===== src/rtl/gpio_mw_pkg.sv =====
package gpio_mw_pkg;
   // register group, decoded from word address bits 3:2
   typedef enum logic [1:0] {
      GRP_SEL = 2'd0,
      GRP_OE  = 2'd1,
      GRP_OUT = 2'd2,
      GRP_IN  = 2'd3
   } grp_e;

   localparam int GROUP_WORDS = 4;   // words between register groups
   localparam int PLAIN_WORDS = 16;  // four groups of four ports
endpackage


===== src/rtl/gpio_mw_dec.sv =====
module gpio_mw_dec
   import gpio_mw_pkg::*;
#(
   parameter int ADDR_W     = 6,
   parameter int PORTS      = 4,
   parameter int ALIAS_WORD = 32
) (
   input  logic [ADDR_W-1:0] addr,
   output logic              hit,
   output logic              masked,
   output grp_e              grp,
   output logic [1:0]        port
);
   localparam logic [ADDR_W-1:0] ABASE = ADDR_W'(ALIAS_WORD);
   localparam logic [ADDR_W-1:0] AEND  = ADDR_W'(ALIAS_WORD + 3*GROUP_WORDS);
   localparam logic [ADDR_W-1:0] PEND  = ADDR_W'(PLAIN_WORDS);

   logic              in_alias, in_plain, port_ok;
   logic [ADDR_W-1:0] off;

   always_comb begin
      in_alias = (addr >= ABASE) && (addr < AEND);
      in_plain = (addr < PEND);
      off      = in_alias ? (addr - ABASE) : addr;
      port_ok  = ({1'b0, off[1:0]} < 3'(PORTS));
      hit      = (in_alias || in_plain) && port_ok;
      masked   = in_alias;
      grp      = grp_e'(off[3:2]);
      port     = off[1:0];
   end
endmodule


===== src/rtl/gpio_mw_reg.sv =====
module gpio_mw_reg #(
   parameter int W = 8
) (
   input  logic         clk,
   input  logic         rst,
   input  logic         we,
   input  logic         masked,
   input  logic [W-1:0] wr_val,
   input  logic [W-1:0] wr_msk,
   output logic [W-1:0] q
);
   logic [W-1:0] nxt;

   always_comb begin
      if (masked) nxt = (q & ~wr_msk) | (wr_val & wr_msk);
      else        nxt = wr_val;
   end

   always_ff @(posedge clk) begin
      if (rst)     q <= '0;
      else if (we) q <= nxt;
   end
endmodule


===== src/rtl/gpio_mw_sync.sv =====
module gpio_mw_sync #(
   parameter int W = 32
) (
   input  logic         clk,
   input  logic         rst,
   input  logic [W-1:0] d,
   output logic [W-1:0] q
);
   logic [W-1:0] s1;

   always_ff @(posedge clk) begin
      if (rst) begin
         s1 <= '0;
         q  <= '0;
      end else begin
         s1 <= d;
         q  <= s1;
      end
   end
endmodule


===== src/rtl/gpio_mw_bank.sv =====
module gpio_mw_bank
   import gpio_mw_pkg::*;
#(
   parameter int PIN_W       = 8,
   parameter int PORTS       = 4,
   parameter int BANK_STRIDE = 32'h100,
   parameter int ALIAS_OFS   = 32'h80,
   localparam int NPIN       = PIN_W * PORTS,
   localparam int ADDR_W     = $clog2(BANK_STRIDE / 4),
   localparam int ALIAS_WORD = ALIAS_OFS / 4,
   localparam int DATA_W     = 2 * PIN_W
) (
   input  logic              clk,
   input  logic              rst,
   input  logic [ADDR_W-1:0] bus_addr,
   input  logic [DATA_W-1:0] bus_wdata,
   input  logic              bus_we,
   output logic [PIN_W-1:0]  bus_rdata,
   output logic [NPIN-1:0]   pin_sel_o,
   output logic [NPIN-1:0]   pin_oe_o,
   output logic [NPIN-1:0]   pin_out_o,
   input  logic [NPIN-1:0]   pin_in_i,
   output logic [NPIN-1:0]   pin_sync_o
);
   // elaboration-time parameter checks
   if (PORTS < 1 || PORTS > GROUP_WORDS) begin : g_bad_ports
      $error("PORTS must be 1..4");
   end
   if (PIN_W < 1 || PIN_W > 8) begin : g_bad_pinw
      $error("PIN_W must be 1..8");
   end
   if (ALIAS_OFS % 4 != 0 || ALIAS_WORD < PLAIN_WORDS) begin : g_bad_alias
      $error("alias offset must be word aligned and above the plain window");
   end
   if (ALIAS_WORD + PLAIN_WORDS > BANK_STRIDE / 4) begin : g_bad_stride
      $error("alias window must fit inside the bank stride");
   end

   logic       hit, masked;
   grp_e       grp;
   logic [1:0] port;

   gpio_mw_dec #(
      .ADDR_W(ADDR_W), .PORTS(PORTS), .ALIAS_WORD(ALIAS_WORD)
   ) u_dec (
      .addr(bus_addr), .hit(hit), .masked(masked), .grp(grp), .port(port)
   );

   logic [NPIN-1:0] regs [3];

   for (genvar g = 0; g < 3; g++) begin : g_grp
      for (genvar k = 0; k < PORTS; k++) begin : g_port
         logic we;
         assign we = bus_we && hit && (grp == grp_e'(g)) && (port == 2'(k));
         gpio_mw_reg #(.W(PIN_W)) u_reg (
            .clk(clk), .rst(rst), .we(we), .masked(masked),
            .wr_val(bus_wdata[PIN_W-1:0]),
            .wr_msk(bus_wdata[DATA_W-1:PIN_W]),
            .q(regs[g][k*PIN_W +: PIN_W])
         );
      end
   end

   gpio_mw_sync #(.W(NPIN)) u_sync (
      .clk(clk), .rst(rst), .d(pin_in_i), .q(pin_sync_o)
   );

   assign pin_sel_o = regs[0];
   assign pin_oe_o  = regs[1];
   assign pin_out_o = regs[2];

   always_comb begin
      bus_rdata = '0;
      if (hit) begin
         case (grp)
            GRP_SEL: bus_rdata = regs[0][int'(port)*PIN_W +: PIN_W];
            GRP_OE:  bus_rdata = regs[1][int'(port)*PIN_W +: PIN_W];
            GRP_OUT: bus_rdata = regs[2][int'(port)*PIN_W +: PIN_W];
            default: bus_rdata = pin_sync_o[int'(port)*PIN_W +: PIN_W];
         endcase
      end
   end
endmodule


===== config.mk =====
export PLATFORM = sky130hd
export DESIGN_NAME = gpio_mw_bank
export DESIGN_NICKNAME = d
export VERILOG_FILES = /design/src/rtl/gpio_mw_pkg.sv /design/src/rtl/gpio_mw_dec.sv /design/src/rtl/gpio_mw_reg.sv /design/src/rtl/gpio_mw_sync.sv /design/src/rtl/gpio_mw_bank.sv
export SDC_FILE = /design/constraint.sdc
export NUM_CORES = 1
export LEC_CHECK = 0
export BUFFER_PORTS_ARGS = -buffer_cell sky130_fd_sc_hd__buf_2
export CORE_AREA = 2 2 123 215
export CTS_CLUSTER_DIAMETER = 40
export DETAILED_ROUTE_END_ITERATION = 10
export DIE_AREA = 0 0 125 217
export SETUP_SLACK_MARGIN = 0.4
export SLEW_MARGIN = 20
export SYNTH_ARGS = -nofsm -noshare
export SYNTH_HDL_FRONTEND = slang
export SYNTH_SLANG_ARGS = --single-unit

===== constraint.sdc =====
create_clock -name clk -period 1.4 [get_ports clk]
set_clock_uncertainty 0.15 [all_clocks]
set_input_delay 0.14 -clock clk [delete_from_list [all_inputs] [get_ports clk]]
set_output_delay 0.14 -clock clk [all_outputs]
set_load 0.05 [all_outputs]

# ---- Yosys cells after proc, flatten, opt, wreduce, memory -nomap -nowiden
# Index checks and enable logic that the tools add are counted.
dict set report word_totals {
  regBits 160
  latchBits 0
  ram_bits 0
  rom_bits 0
  in_bits 57
  out_inout_bits 136
  elab_cells 88
  mem_count 0
}
dict set report classes {
  addsub 1
  n_mul 0
  div 0
  magnitude_cmp 3
  eq_ne 5
  shift 4
  n_mux 15
  n_bitwise 26
  reduce_logical 20
}
# operator count
set ops {}
lappend ops {{32-bit by 6-bit indexed part select with 8-bit output} 4}
lappend ops {{8-bit AND} 13}
lappend ops {{8-bit two-way mux} 13}
lappend ops {{8-bit bitwise OR} 12}
lappend ops {{8-bit case mux with 3 select lines} 1}
lappend ops {{1-bit logical AND} 17}
lappend ops {{8-bit inverter} 1}
lappend ops {{2-bit == test, second input constant} 3}
lappend ops {{6-bit >= comparator, second input constant} 1}
lappend ops {{6-bit by 5-bit < comparator with 1-bit output, second input constant} 1}
lappend ops {{6-bit < comparator, second input constant} 1}
lappend ops {{2-bit by 1-bit == test with 1-bit output, second input constant} 2}
lappend ops {{2-bit zero test} 2}
lappend ops {{4-bit two-way mux} 1}
lappend ops {{4-bit by 1-bit subtractor with 4-bit output, second input constant} 1}
lappend ops {{1-bit logical OR} 1}

# ---- Depth between registers and ports, before layout
# Gate-level depths: netlist of the first run.
dict set report depth {
  ltp_word 6
  depth_mapped 8
  mapped_depth_nobuf 4
}

# ---- Hierarchy
# Synthesis of the first run repeated with hierarchy kept, for this count alone.
dict set report unflattened {
  hier_cells 786
  hier_area_um2 7921.3
}
# module instances cells_each area_per_inst_um2 seq_area_each_um2
set modules_own_cells {}
lappend modules_own_cells {gpio_mw_reg 12 43 392.9 160.2}
lappend modules_own_cells {gpio_mw_sync 1 135 1918.1 1281.2}
lappend modules_own_cells {gpio_mw_bank 1 128 1236.2 0.0}
lappend modules_own_cells {gpio_mw_dec 1 7 52.6 0.0}

# ---- Worst setup path after synthesis of the first run
# OpenSTA, ideal clock, no wires.
dict set report synth_path {
  kind {register -> output}
  from {register (tool-made name)}
  to {output port bus_rdata[7]}
  t_arrival_ns 2.549
  required_time_ns 1.110
  path_slack_ns -1.439
  stages_incl_launch_ff 5
  path_buffers 0
  cell_sequence {dfxtp_1 > mux2i_1 > a22oi_1 > nand2_1 > nor4_1}
}
# element line
set synth_lines {}
lappend synth_lines {{to (decl)} gpio_mw_bank.sv:18} ;# output logic [PIN_W-1:0] bus_rdata,

==> flow_summary.toml, run 1 <==
[global_routing]
grt_max_degree = 85
grt_pass1_vias = 8323
grt-ovfl-total = 0
grt_usage_pct = 23.62
antenna_found_initial = 0
grt_pass1_wl_um = 48850

[placed_design]
place_hpwl_um = 22050
globalplace.congestion = 0.8777
dp_slack_ns = -0.7775
port_buffers = 192
dpl.cell_count = 1425

[layout]
diodes = 0
syn_to_final_growth_pct = 107.4
final_cell_mix = "buf_6, buf_8, dfxtp_2, nand3_2, buf_4"
drive_gt1_share_pct = 72.26
final_common_cell = "buf_6"
finalNonFillerCells = 1535
nets = 1259

[die]
die_h_um = 217
core_area_mm2 = 0.02557
start_util_pct = 27.59
fp.dieW_um = 125
fp.dieArea_mm2 = 0.02713
io_pins = 193
rows = 78

[setup_path]
path_class = "register to output port"
crit_required_ns = 1.11
cp-start-kind = "register"
crit_fanout = 2
arrival_ns = 2.04
cp_slowest_stage_delay_ns = 0.49
path_buf_inv = 1
reg2reg_slack_ns = 0.30
crit_path_top_delay_cell = "mux4_2"
end_kind = "output port"
crit_family = "multiplexers"
crit_chain = "mux2_4 -> mux4_2 -> nor3b_4 -> nor4_4 -> buf_6"
reg2regPathDepth = 5

[routing]
first_iter_violations = 639
wl_per_cell_um = 23.07
dr.pass1.iters = 5
antenna_left = 0
vias = 8393
wirelength_um = 35410
via_per_inst = 5.468
drc = 0

[sta]
min_period_ns = 2.325
slew_violations = 0
rsz0062_at_grt = "yes"
fin_ws_ns = -0.9255
slew-limit-headroom_pct = 59.70
worst_pin_slew_ns = 0.6032
hold_ws_ns = -0.05865
setup_viol = 21
hold_violations = 52
finalCritPeriodShare_pct = 166.1
fmax_mhz = 430.0

[logic_synthesis]
yosysSeqAreaShare_pct = 45.40
synth_top_area_cell = "dfxtp_1"
yosys-top-cells-area = "dfxtp_1, nand3_1, a21oi_1"
synthCells = 781
synth_edf_count = 0
synth_nets = 838
synth.distinct_cells = 56
synthArstFlopShare_pct = 0
syn_avg_cell_area_um2 = 9.034
yosys_register_bits = 160
yosys_warnings = 0
ys.flop_type = "dfxtp_1"
yosysTopAreaCellShare_pct = 45.40
syn-cell-area_mm2 = 0.007056

[clocking]
clock_sinks = 160
root_buffer = "clkbuf_16"
cts_made_buffers = 17
clk_path_buf_depth = 2
insertion_delay_ns = 0.45
clk_pin_slew_ns = 0.07
cts_tree = "yes"
hold_buffers = 32
cts-htree-levels = 4

[pwr]
vdd_drop_max_mv = 0.8505
power.density_mw_per_mm2 = 776.7
p_leak_nw = 5.540

[min_path]
min_from = "bus_wdata[9]"
hp-class = "input port to register"
whs_path_depth = 4

[outcome]
failed_checks = "hold timing, setup timing"
status = "finished, violations left"

[flow_run]
maxCapViolations = 0
==> cell usage after synthesis, drive strengths merged, types with 4 or more instances <==
| cell | number |
|---|---|
| dfxtp | 160 |
| nand3 | 102 |
| o21ai | 102 |
| a21oi | 100 |
| nor2b | 70 |
| buf | 41 |
| clkbuf | 34 |
| nand2 | 25 |
| nor3 | 21 |
| and2 | 14 |
| mux2 | 13 |
| mux2i | 13 |
| mux4 | 10 |
| or3 | 8 |
| a211oi | 6 |
| nor3b | 6 |
| o31ai | 6 |
| nand2b | 5 |
| nor2 | 5 |
| o21a | 4 |
==> worst register-to-register path, stage by stage, from the launching register on <==
cell     delay [ns]
dfxtp_4        0.35
buf_6          0.11
buf_6          0.11
buf_4          0.12
o21ai_2        0.05
a21oi_2        0.07
==> area by class of cell <==
cell class	instances	area (um2)
tap	320	400.4
clock buffer	19	464.2
fill	2029	10930
multi-input combinational	549	4725
sequential	160	3431
timing repair buffer	472	5493
inverter	2	10.01
clock inverter	13	113.9
==> layer usage <==
layer  track usage, %  part of all wire (%)
met2            41.01                    50
met4            17.48                   8.8
met5                0                     0
met3            5.457                   6.6
met1            24.73                    35
==> logic make-up after synthesis <==
kind of cell	Yosys count	share of synthesized area [%]
simple gates	272	22.52
mux	36	7.111
compound gates	236	18.67
buf+inv	77	6.295
flops	160	45.40
==> report_power, final <==
part           leakage (nW)  total, mW  switching, mW  internal [mW]
sequential             1.37       4.68         0.0602           4.62
clock                 0.281       4.67           2.19           2.49
combinational          3.89       2.02           1.12          0.900
total                  5.54       11.4           3.36           8.00
==> per-stage QoR <==
stage | instance area, um2 | power (mW) | hold slack (ns) | TNS, ns | util (%)
after floorplan | 7919 | 5.677 | 0.1182 | -9.155 | -
after global placement | 10560 | 6.220 | 0.1971 | -61.09 | 41.31
after detailed placement | 10580 | 6.231 | 0.2016 | -50.50 | 41.37
after CTS | 13430 | 11.18 | -0.08116 | -7.148 | 52.53
after global routing | 14640 | 11.75 | -0.05809 | -8.457 | 57.24
final | 14640 | 11.37 | -0.05865 | -6.693 | 57.24
==> how the worst max path moves through the flow <==
stage	endpoint	slack (ns)	cells past startpoint
after global placement	register	-0.85	5
after global routing	bus_rdata[0]	-0.98	5
final	bus_rdata[0]	-0.93	5
after detailed placement	bus_rdata[5]	-0.78	7
after CTS	bus_rdata[0]	-0.95	5
after floorplan	bus_rdata[3]	-0.56	6
==> what timing repair did <==
item                                    4_1_cts  5_1_grt
endpoints found under the hold margin       128       71
endpoints found under the setup margin      232      232
gates cloned                                  0        9
buffers inserted                              5       32
resized for setup                           570      290
pin swaps                                    13       57
Note: power is estimated with default switching activity, not from simulation.
==> run 2, diff against run 1 <==
- CORE_AREA: 2 2 123 215 -> 2 2 131 228
- DIE_AREA: 0 0 125 217 -> 0 0 133 230
- SYNTH_HIERARCHICAL: unset -> 1
==> flow_summary.toml, run 2 <==
[logic_synthesis]
ys.flop_type = "dfxtp_1"
yosys_warnings = 6
synth_edf_count = 0
synth_top_area_cell = "dfxtp_1"
yosys-top-cells-area = "dfxtp_1, nor2b_2, nand3b_1"
syn-cell-area_mm2 = 0.007921
synth.distinct_cells = 36
synthCells = 786
synthTopCellsByCount = "dfxtp_1, nor2b_2, nand3b_1, o21ai_1, a21oi_1"
yosysSeqAreaShare_pct = 40.44
synthArstFlopShare_pct = 0
yosysMostFrequentCell = "dfxtp_1"
yosysTopAreaCellShare_pct = 40.44
syn_avg_cell_area_um2 = 10.08
yosys_register_bits = 160
synth_nets = 843

[clocking]
cts-htree-levels = 4
clk_pin_slew_ns = 0.07
clk_path_buf_depth = 2
cts_made_buffers = 17
clock_sinks = 160
insertion_delay_ns = 0.44
root_buffer = "clkbuf_16"
hold_buffers = 32
cts_tree = "yes"

[routing]
via_per_inst = 5.182
vias = 8152
first_iter_violations = 586
antenna_left = 0
dr.pass1.iters = 5
wirelength_um = 36360
wl_per_cell_um = 23.12
drc = 0

[placed_design]
port_buffers = 192
globalplace.congestion = 0.8722
place_hpwl_um = 23620

[sta]
finalCritPeriodShare_pct = 149.7
rsz0062_at_grt = "yes"
hold_violations = 14
slew-limit-headroom_pct = 51.97
worst_pin_slew_ns = 0.7204
setup_tns_ns = -5.425
fmax_mhz = 477.1
setup_viol = 12
min_period_ns = 2.096
fin_ws_ns = -0.6958
hold_ws_ns = -0.1496
slew_violations = 0

[outcome]
failed_checks = "hold timing, setup timing"
status = "finished, violations left"

[setup_path]
reg2regPathDepth = 4
end_kind = "output port"
reg2reg_slack_ns = 0.40
arrival_ns = 1.81
crit_required_ns = 1.11
path_class = "register to output port"
crit_fanout = 2
cp-start-kind = "register"

[min_path]
min_from = "rst"
whs_path_depth = 2
hp-class = "input port to register"

[die]
start_util_pct = 27.67
die_h_um = 230
io_pins = 193
rows = 82
fp.dieArea_mm2 = 0.03059
core_area_mm2 = 0.02863
fp.dieW_um = 133

[global_routing]
antenna_found_initial = 0
grt_pass1_vias = 8215
grt_max_degree = 41
grt_usage_pct = 22.62
grt_pass1_wl_um = 50910
grt-ovfl-total = 0

[layout]
seqCellArea_mm2 = 0.003433
syn_to_final_growth_pct = 88.94
final_common_cell = "buf_6"
final_cell_mix = "buf_6, dfxtp_2, nand3b_1, buf_8"
multi_input_area_mm2 = 0.005009
diodes = 0
nets = 1240
drive_gt1_share_pct = 69.29
n_fill_cell = 2345

[pwr]
vdd_drop_max_mv = 0.7988
power.total_mw = 11.75
p_leak_nw = 5.623
power.density_mw_per_mm2 = 785.1

[flow_run]
maxCapViolations = 0
==> run 2: final cells by class <==
| cell class | instances | share of cell area (%) |
|---|---|---|
| Multi-Input combinational cell | 564 | 33.46 |
| Tap cell | 378 | 3.160 |
| Timing Repair Buffer | 427 | 36.06 |
| Clock inverter | 9 | 0.8778 |
| Sequential cell | 160 | 22.94 |
| Inverter | 13 | 0.3929 |
| Clock buffer | 22 | 3.101 |
==> run 2: cell families after synthesis <==
kind of cell           after synthesis  synth area share (%)
AND/OR/NAND/NOR                    296                 29.21
buffers and inverters               62                 5.323
multiplexers                        44                 8.845
AO/OA/AOI/OAI                      224                 16.19
flip-flops                         160                 40.44
==> run 2: through the flow <==
step	setup WS (ns)	instance area (um2)	cells	utilization (%)	hold WS, ns
2_1_floorplan	-0.7106	8079	786	-	0.1182
3_3_place_gp	-0.6106	10720	1489	37.45	0.1974
3_5_place_dp	-0.6177	10720	1489	37.45	0.2031
4_1_cts	-0.6969	14180	1562	49.54	-0.1756
5_1_grt	-0.7547	14970	1573	52.29	-0.1650
6_report	-0.6958	14970	1573	52.29	-0.1496
==> run 2: worst max path at each step <==
stage / startpoint / end / slack (ns) / cells past startpoint
after detailed placement: bus_addr[2] / register / -0.62 / 9
after global placement: bus_addr[2] / register / -0.61 / 9
after CTS: u_sync/q[17]$_SDFF_PP0_ / bus_rdata[1] / -0.70 / 4
after floorplan: bus_addr[2] / register / -0.71 / 4
after global routing: u_sync/q[18]$_SDFF_PP0_ / bus_rdata[2] / -0.75 / 5
final: u_sync/q[18]$_SDFF_PP0_ / bus_rdata[2] / -0.70 / 5
==> run 2: layer usage <==
layer,track usage [%],wire (um),vias up
met4,15.12,2795,0
met5,0,0,-
met1,23.37,12740,4009
met3,5.776,2279,131
met2,39.94,18550,410
li1,-,-,3602
==> run 2: worst max-delay path, cell delays in order, from the launching register on <==
cell      delay (ns)
dfxtp_2         0.34
mux4_2          0.48
o211ai_1        0.19
buf_4           0.16
nor2_4          0.04
buf_8           0.15
==> run 2: where the power goes <==
part	switching [mW]	internal, mW	leakage [nW]
Combinational	1.13	1.05	3.96
Sequential	0.0781	4.62	1.37
Clock	1.98	2.89	0.291
==> run 2: timing repair <==
action                                  in CTS  in global routing
endpoints found under the setup margin     232                232
pin swaps                                   29                 14
cloned                                       4                  5
gates resized for setup                    727                136
hold endpoints to repair                    70                 16
buffers inserted                             6                  6
